$ cat src/rtl/csdec_pkg.sv
package csdec_pkg;

    localparam int SYS_AW  = 30;
    localparam int OFF_W   = 28;
    localparam int WORD_W  = 32;
    localparam int PFCS_W  = 3;

    typedef enum logic [1:0] {
        RT_NONE = 2'd0,
        RT_MEM  = 2'd1,
        RT_NAND = 2'd2,
        RT_FIFO = 2'd3
    } route_e;

    // supported size masks: 128, 64, 32, 16 MiB; 0 (256 MiB) optional
    function automatic logic mask_supported(input logic [3:0] m, input logic allow_full);
        case (m)
            4'h8, 4'hC, 4'hE, 4'hF: mask_supported = 1'b1;
            4'h0:                   mask_supported = allow_full;
            default:                mask_supported = 1'b0;
        endcase
    endfunction

endpackage

$ cat src/rtl/csdec_cfg_regs.sv
module csdec_cfg_regs
    import csdec_pkg::*;
#(
    parameter int NUM_REGIONS = 8,
    parameter int IDX_W       = 5
) (
    input  logic                              clk,
    input  logic                              rst_n,
    input  logic                              wr_en,
    input  logic [IDX_W-1:0]                  wr_idx,
    input  logic [WORD_W-1:0]                 wr_data,
    input  logic [IDX_W-1:0]                  rd_idx,
    output logic [WORD_W-1:0]                 rd_data,
    output logic [NUM_REGIONS-1:0][11:0]      map_cfg,
    output logic [NUM_REGIONS-1:0][1:0]       dev_type,
    output logic                              pf_en,
    output logic [PFCS_W-1:0]                 pf_sel
);

    localparam int PF_IDX = 2 * NUM_REGIONS;

    typedef struct packed {
        logic [NUM_REGIONS-1:0][11:0] map;
        logic [NUM_REGIONS-1:0][1:0]  dtype;
        logic                         pf_en;
        logic [PFCS_W-1:0]            pf_sel;
    } cfg_t;

    cfg_t state_d, state_q;

    always_comb begin
        state_d = state_q;
        if (wr_en) begin
            for (int r = 0; r < NUM_REGIONS; r++) begin
                if (wr_idx == IDX_W'(2 * r))
                    state_d.map[r] = wr_data[11:0] & 12'hF7F;
                if (wr_idx == IDX_W'(2 * r + 1))
                    state_d.dtype[r] = wr_data[11:10];
            end
            if (wr_idx == IDX_W'(PF_IDX)) begin
                state_d.pf_en  = wr_data[7];
                state_d.pf_sel = wr_data[26:24];
            end
        end
    end

    always_ff @(posedge clk or negedge rst_n) begin
        if (!rst_n) begin
            for (int r = 0; r < NUM_REGIONS; r++) begin
                state_q.map[r]   <= (r == 0) ? 12'hF40 : 12'hF00;
                state_q.dtype[r] <= 2'd0;
            end
            state_q.pf_en  <= 1'b0;
            state_q.pf_sel <= '0;
        end else begin
            state_q <= state_d;
        end
    end

    always_comb begin
        rd_data = '0;
        for (int r = 0; r < NUM_REGIONS; r++) begin
            if (rd_idx == IDX_W'(2 * r))
                rd_data = {20'd0, state_q.map[r]};
            if (rd_idx == IDX_W'(2 * r + 1))
                rd_data = {20'd0, state_q.dtype[r], 10'd0};
        end
        if (rd_idx == IDX_W'(PF_IDX))
            rd_data = {5'd0, state_q.pf_sel, 16'd0, state_q.pf_en, 7'd0};
    end

    assign map_cfg  = state_q.map;
    assign dev_type = state_q.dtype;
    assign pf_en    = state_q.pf_en;
    assign pf_sel   = state_q.pf_sel;

    AST_MAP0_WRITE_MASKED: assert property (@(posedge clk) disable iff (!rst_n)
        (wr_en && wr_idx == '0) |=> (map_cfg[0] == ($past(wr_data[11:0]) & 12'hF7F)));

    AST_IDLE_HOLDS_CFG: assert property (@(posedge clk) disable iff (!rst_n)
        !wr_en |=> ($stable(map_cfg) && $stable(dev_type) && $stable(pf_en) && $stable(pf_sel)));

endmodule

$ cat src/rtl/csdec_region_match.sv
module csdec_region_match
    import csdec_pkg::*;
#(
    parameter int   NUM_REGIONS     = 8,
    parameter logic ALLOW_FULL_MASK = 1'b0
) (
    input  logic [SYS_AW-1:0]            addr,
    input  logic [NUM_REGIONS-1:0][11:0] map_cfg,
    input  logic [NUM_REGIONS-1:0][1:0]  dev_type,
    input  logic                         pf_en,
    input  logic [PFCS_W-1:0]            pf_sel,
    output logic [NUM_REGIONS-1:0]       hit_vec,
    output logic [NUM_REGIONS-1:0][1:0]  route_vec,
    output logic [NUM_REGIONS-1:0]       bad_mask
);

    for (genvar r = 0; r < NUM_REGIONS; r++) begin : g_region
        logic [5:0] base;
        logic [3:0] msk;
        logic       enabled;
        logic       top_eq;
        logic       low_eq;

        assign base    = map_cfg[r][5:0];
        assign msk     = map_cfg[r][11:8];
        assign enabled = map_cfg[r][6];
        assign top_eq  = (addr[29:28] == base[5:4]);
        assign low_eq  = (((addr[27:24] ^ base[3:0]) & msk) == 4'h0);

        assign hit_vec[r]  = enabled && top_eq && low_eq;
        assign bad_mask[r] = enabled && !mask_supported(msk, ALLOW_FULL_MASK);

        always_comb begin
            if (dev_type[r] == 2'd0)
                route_vec[r] = RT_MEM;
            else if (pf_en && (pf_sel == PFCS_W'(r)))
                route_vec[r] = RT_FIFO;
            else
                route_vec[r] = RT_NAND;
        end
    end

endmodule

$ cat src/rtl/csdec_priority_sel.sv
module csdec_priority_sel
    import csdec_pkg::*;
#(
    parameter int NUM_REGIONS = 8
) (
    input  logic                         clk,
    input  logic                         rst_n,
    input  logic [SYS_AW-1:0]            addr,
    input  logic [NUM_REGIONS-1:0]       hit_vec,
    input  logic [NUM_REGIONS-1:0][1:0]  route_vec,
    input  logic [NUM_REGIONS-1:0][11:0] map_cfg,
    output logic [NUM_REGIONS-1:0]       cs_onehot,
    output logic [1:0]                   route,
    output logic [OFF_W-1:0]             offset
);

    logic found;

    always_comb begin
        found     = 1'b0;
        cs_onehot = '0;
        route     = RT_NONE;
        offset    = '0;
        for (int r = 0; r < NUM_REGIONS; r++) begin
            if (!found && hit_vec[r]) begin
                found        = 1'b1;
                cs_onehot[r] = 1'b1;
                route        = route_vec[r];
                offset       = {addr[27:24] & ~map_cfg[r][11:8], addr[23:0]};
            end
        end
    end

    AST_CS_ONEHOT: assert property (@(posedge clk) disable iff (!rst_n)
        $onehot0(cs_onehot));

    AST_MISS_QUIET: assert property (@(posedge clk) disable iff (!rst_n)
        (hit_vec == '0) |-> (cs_onehot == '0 && route == RT_NONE && offset == '0));

endmodule

$ cat src/rtl/cs_region_decoder.sv
module cs_region_decoder
    import csdec_pkg::*;
#(
    parameter int   NUM_REGIONS     = 8,
    parameter logic ALLOW_FULL_MASK = 1'b0,
    parameter int   IDX_W           = $clog2(2 * NUM_REGIONS + 1)
) (
    input  logic                   clk,
    input  logic                   rst_n,
    input  logic                   cfg_wr_en,
    input  logic [IDX_W-1:0]       cfg_wr_addr,
    input  logic [31:0]            cfg_wr_data,
    input  logic [IDX_W-1:0]       cfg_rd_addr,
    output logic [31:0]            cfg_rd_data,
    input  logic [29:0]            sys_addr,
    output logic [NUM_REGIONS-1:0] cs_onehot,
    output logic [1:0]             route,
    output logic [27:0]            region_offset,
    output logic [NUM_REGIONS-1:0] mask_err
);

    logic [NUM_REGIONS-1:0][11:0] map_cfg;
    logic [NUM_REGIONS-1:0][1:0]  dev_type;
    logic                         pf_en;
    logic [PFCS_W-1:0]            pf_sel;
    logic [NUM_REGIONS-1:0]       hit_vec;
    logic [NUM_REGIONS-1:0][1:0]  route_vec;

    csdec_cfg_regs #(.NUM_REGIONS(NUM_REGIONS), .IDX_W(IDX_W)) i_regs (
        .clk      (clk),
        .rst_n    (rst_n),
        .wr_en    (cfg_wr_en),
        .wr_idx   (cfg_wr_addr),
        .wr_data  (cfg_wr_data),
        .rd_idx   (cfg_rd_addr),
        .rd_data  (cfg_rd_data),
        .map_cfg  (map_cfg),
        .dev_type (dev_type),
        .pf_en    (pf_en),
        .pf_sel   (pf_sel)
    );

    csdec_region_match #(.NUM_REGIONS(NUM_REGIONS), .ALLOW_FULL_MASK(ALLOW_FULL_MASK)) i_match (
        .addr      (sys_addr),
        .map_cfg   (map_cfg),
        .dev_type  (dev_type),
        .pf_en     (pf_en),
        .pf_sel    (pf_sel),
        .hit_vec   (hit_vec),
        .route_vec (route_vec),
        .bad_mask  (mask_err)
    );

    csdec_priority_sel #(.NUM_REGIONS(NUM_REGIONS)) i_sel (
        .clk       (clk),
        .rst_n     (rst_n),
        .addr      (sys_addr),
        .hit_vec   (hit_vec),
        .route_vec (route_vec),
        .map_cfg   (map_cfg),
        .cs_onehot (cs_onehot),
        .route     (route),
        .offset    (region_offset)
    );

    AST_FIFO_NEEDS_PF: assert property (@(posedge clk) disable iff (!rst_n)
        (route == RT_FIFO) |-> pf_en);

    AST_HIT_HAS_ROUTE: assert property (@(posedge clk) disable iff (!rst_n)
        (cs_onehot != '0) |-> (route != RT_NONE));

    logic [NUM_REGIONS-1:0] valid_bits;
    always_comb
        for (int r = 0; r < NUM_REGIONS; r++) valid_bits[r] = map_cfg[r][6];

    AST_ERR_ONLY_ENABLED: assert property (@(posedge clk) disable iff (!rst_n)
        ((mask_err & ~valid_bits) == '0));

    AST_CS_ONLY_ENABLED: assert property (@(posedge clk) disable iff (!rst_n)
        ((cs_onehot & ~valid_bits) == '0));

endmodule

$ cat config.mk
export PLATFORM = sky130hd
export DESIGN_NAME = cs_region_decoder
export DESIGN_NICKNAME = d
export VERILOG_FILES = /design/src/rtl/csdec_pkg.sv /design/src/rtl/csdec_cfg_regs.sv /design/src/rtl/csdec_region_match.sv /design/src/rtl/csdec_priority_sel.sv /design/src/rtl/cs_region_decoder.sv
export SDC_FILE = /design/constraint.sdc
export NUM_CORES = 1
export LEC_CHECK = 0
export CORE_MARGIN = 2
export CORE_UTILIZATION = 40
export CTS_BUF_LIST = sky130_fd_sc_hd__clkbuf_8
export CTS_CLUSTER_DIAMETER = 100
export DETAILED_ROUTE_END_ITERATION = 16
export DONT_BUFFER_PORTS = 1
export PLACE_DENSITY = 0.67
export SKIP_CTS_REPAIR_TIMING = 1
export SLEW_MARGIN = 30
export SYNTH_ARGS = -nofsm -noshare
export SYNTH_HDL_FRONTEND = slang
export SYNTH_SLANG_ARGS = --single-unit
export TNS_END_PERCENT = 5
$ cat constraint.sdc
create_clock -name clk -period 4.3 [get_ports clk]
set_input_delay 1.29 -clock clk [delete_from_list [all_inputs] [get_ports clk]]
set_output_delay 1.29 -clock clk [all_outputs]
set_load 0.005 [all_outputs]
==> impl_results.rst <==
.. list-table::
   :header-rows: 1

   * - Metric
     - Value
   * - Result of the run
     - complete, no violations
   * - Number of maximum-capacitance violations
     - 0
   * - Layout Area Growth over Synthesis
     - 9.78%
   * - Count of nets left with antenna violations after detail routing
     - 0
   * - Number of standard cells after synthesis
     - 634
   * - Ports
     - 153
   * - Setup repair after global routing missed its margin
     - true
   * - Starting density of the core
     - 0.407
   * - Synth top area cells
     - dfrtp_1 (28%), mux2_2 (18%), dfstp_2 (13%)
   * - Crit Path Class
     - primary input to output port
   * - Core region area
     - 16,500 sq um
   * - Final Wtd Congestion
     - 0.931
   * - Area of combinational cells with multiple inputs
     - 3820 sq um
   * - Net count of the finished layout
     - 720
   * - Register area
     - 2740 sq um
   * - Share of the clock period used by the worst path
     - 0.987
   * - Vertical extent of the die
     - 133 um
   * - Standard-cell row count
     - 47
   * - CTS Sinks
     - 108
   * - Mean area per synthesized cell
     - 10.6 sq um
   * - FILL cells
     - 1,553
   * - H-tree levels
     - 3
   * - Clock tree root buffer cell
     - clkbuf_8
   * - Cell Count Post-Placement
     - 850
   * - FF-to-FF Start
     - i_regs.pf_sel[1]
   * - Register bit total from synthesis
     - 108
   * - Worst Max-Slew Pin Slew
     - 761 ps
   * - Number of CTS-inserted buffers
     - 9
   * - Post-Syn Area
     - 6710 sq um
   * - Number of synthesized flops with an enable pin
     - 0
   * - Port-buffer cells
     - 0
   * - Most frequent cells after synthesis
     - mux2_2 (108), dfrtp_1 (75), a22oi_1 (48)
   * - DRC Markers
     - 0
   * - Detailed-route via count
     - 5,114
   * - Slack of the worst reg-to-reg path
     - 3410 ps
   * - Pwr Density
     - 404 nW/um^2
   * - Detailed-placement wirelength estimate
     - 14.6 mm
   * - Fraction of synthesis flops using an asynchronous set or reset pin
     - 1.00
   * - Number of cells in the finished layout apart from fillers
     - 870
   * - Max Buffers Root-to-Sink
     - 2
   * - Total length of routed wires
     - 18.9 mm
   * - Max transition margin
     - 0.491
   * - Warnings, synthesis
     - 0
   * - Top-count cell post-synth
     - mux2_2
   * - Final Hold Fails
     - 0
   * - Vias in the first global route
     - 5,095
   * - Floorplan die width
     - 133 um
   * - Fraction of final layout cells with drive strength greater than 1
     - 0.352
   * - Initial antenna violation count
     - 0
   * - Final count of pins violating max slew
     - 0
   * - Setup Viol. Count Final
     - 0
   * - Drt wl/cell
     - 21.8 um
   * - Clock slew at reported path FFs
     - 90 ps
   * - Clk Latency, worst-skew pair
     - 380 ps
   * - Number of distinct library cells after synthesis
     - 62
   * - Worst Setup Start Kind
     - primary input
   * - First-pass GRT wire length
     - 29.4 mm
   * - Max rail drop VDD
     - 234 uV
   * - Tot GR Track Use
     - 0.213
   * - Capturing element type of the critical path
     - output port
   * - Most used flip-flop cell after synthesis
     - dfrtp_1
   * - Full die area
     - 17,800 sq um
   * - Maximum clock frequency
     - 236 MHz
   * - Detailed-router iteration count before antenna repair
     - 7
   * - CP startpoint
     - sys_addr[28]
   * - Cell type with the largest total area after synthesis
     - dfrtp_1
   * - Remaining Overflow, GRT
     - 0
   * - Reg2Reg Capture Point
     - i_regs.pf_sel[1]
   * - Average via count per standard cell
     - 5.88
   * - Antenna diodes
     - 0
   * - Sequential fraction of the synthesis area
     - 0.409
   * - Critical-path maximum fanout
     - 8
   * - Worst Clk Skew
     - 0 ps
   * - HP Class
     - register to register
   * - Portion of synthesized cell area occupied by the leading cell type
     - 0.280
   * - Min Tclk post-route
     - 4240 ps
   * - End point of the critical path
     - region_offset[24]
   * - Number of DRC markers in iteration 0
     - 428
   * - CTS tree
     - yes
   * - Arrival @ worst endpoint
     - 2950 ps
   * - Leakage component of the power
     - 3.09 nW
   * - Depth of the worst register-to-register path
     - 1
   * - Maximum number of pins on one net before global-route repair
     - 109
   * - Pwr Total
     - 2.97 mW
   * - Data required, critical path
     - 3010 ps
==> per-layer routing <==
layer	track usage	vias up	wire (um)
met4	0.0597	0	364
met1	0.280	2590	7930
li1	-	2298	-
met2	0.337	203	9010
met5	0	-	0
met3	0.0712	23	1620
==> power breakdown <==
group          switching [mW]  internal (mW)
combinational           0.406          0.444
clock                   0.336          0.262
sequential              0.259           1.26
==> stage by stage <==
stage | hold WS, ps | setup WS (ps) | TNS (ps) | utilization | cell area (sq um)
global placement | 520 | -41.1 | -78.8 | 0.425 | 7000
CTS | 553 | -41.3 | -88.9 | 0.437 | 7190
floorplan | 497 | 6.04 | 0 | - | 6780
detailed placement | 529 | -25.5 | -45.7 | 0.425 | 7000
global route | 557 | -31.9 | -55.9 | 0.447 | 7360
finish | 555 | 57.8 | 0 | 0.447 | 7360
==> layout by cell type, fill, tap and decap left out, types with 3 or more instances in the layout <==
cell      instances
dfrtp_1          75
o32ai_1           4
dfstp_2          33
a22o_1            3
conb_1           17
nand2b_1          6
o221ai_1          4
nor2b_1          31
nor3b_1           4
o211a_1           3
a21boi_0          7
nor3_1           13
o32a_1            3
xor2_1           36
mux2_2          108
inv_1            16
a211oi_1          3
and2_1            5
buf_6             3
buf_4            31
a22oi_1          45
or3_1             3
a22oi_2           5
o211ai_1          3
a21oi_1          13
nor4_2            3
nor2_1           34
nand4_1          14
clkbuf_8          9
xor2_2           12
nand2_1          39
o21ai_0          21
==> worst max-delay path, stage by stage <==
cell      delay, ps
xor2_1          140
nor2_1           90
nand4_1         160
nand4_4         140
buf_6           150
or3_4           370
o221a_1         310
a221oi_2        300
==> cell type report <==
cell class,instances,share of cell area
clock buffers,9,0.0168
clock inverters,7,0.00833
inverters,14,0.00714
multi-input cells,477,0.519
flip-flops and latches,108,0.373
well taps,220,0.0374
repair buffers,35,0.0389
==> state kept, by name, indices dropped and copies added, names as in the netlist <==
| register | flops |
|---|---|
| i_regs.dev_type | 16 |
| i_regs.map_cfg | 88 |
| i_regs.pf_en | 1 |
| i_regs.pf_sel | 3 |
==> logic make-up after synthesis <==
kind of cell	after synthesis	synth area share
XOR/XNOR	48	0.0649
AND/OR/NAND/NOR	171	0.140
multiplexers	111	0.190
other	1	0.000559
buffers and inverters	65	0.0532
flip-flops	108	0.409
AO/OA/AOI/OAI	130	0.143
==> how the worst min path moves through the flow <==
stage                    endpoint  depth (start not counted)                from  slack, ps
2_1_floorplan  i_regs.dev_type[1]                          1  i_regs.dev_type[1]        500
3_3_place_gp   i_regs.dev_type[9]                          1  i_regs.dev_type[9]        520
3_5_place_dp   i_regs.dev_type[5]                          1  i_regs.dev_type[5]        530
4_1_cts        i_regs.dev_type[5]                          1  i_regs.dev_type[5]        550
5_1_grt        i_regs.map_cfg[30]                          0               rst_n        560
6_report       i_regs.dev_type[9]                          1  i_regs.dev_type[9]        560
(Power assumes the default switching activity.)
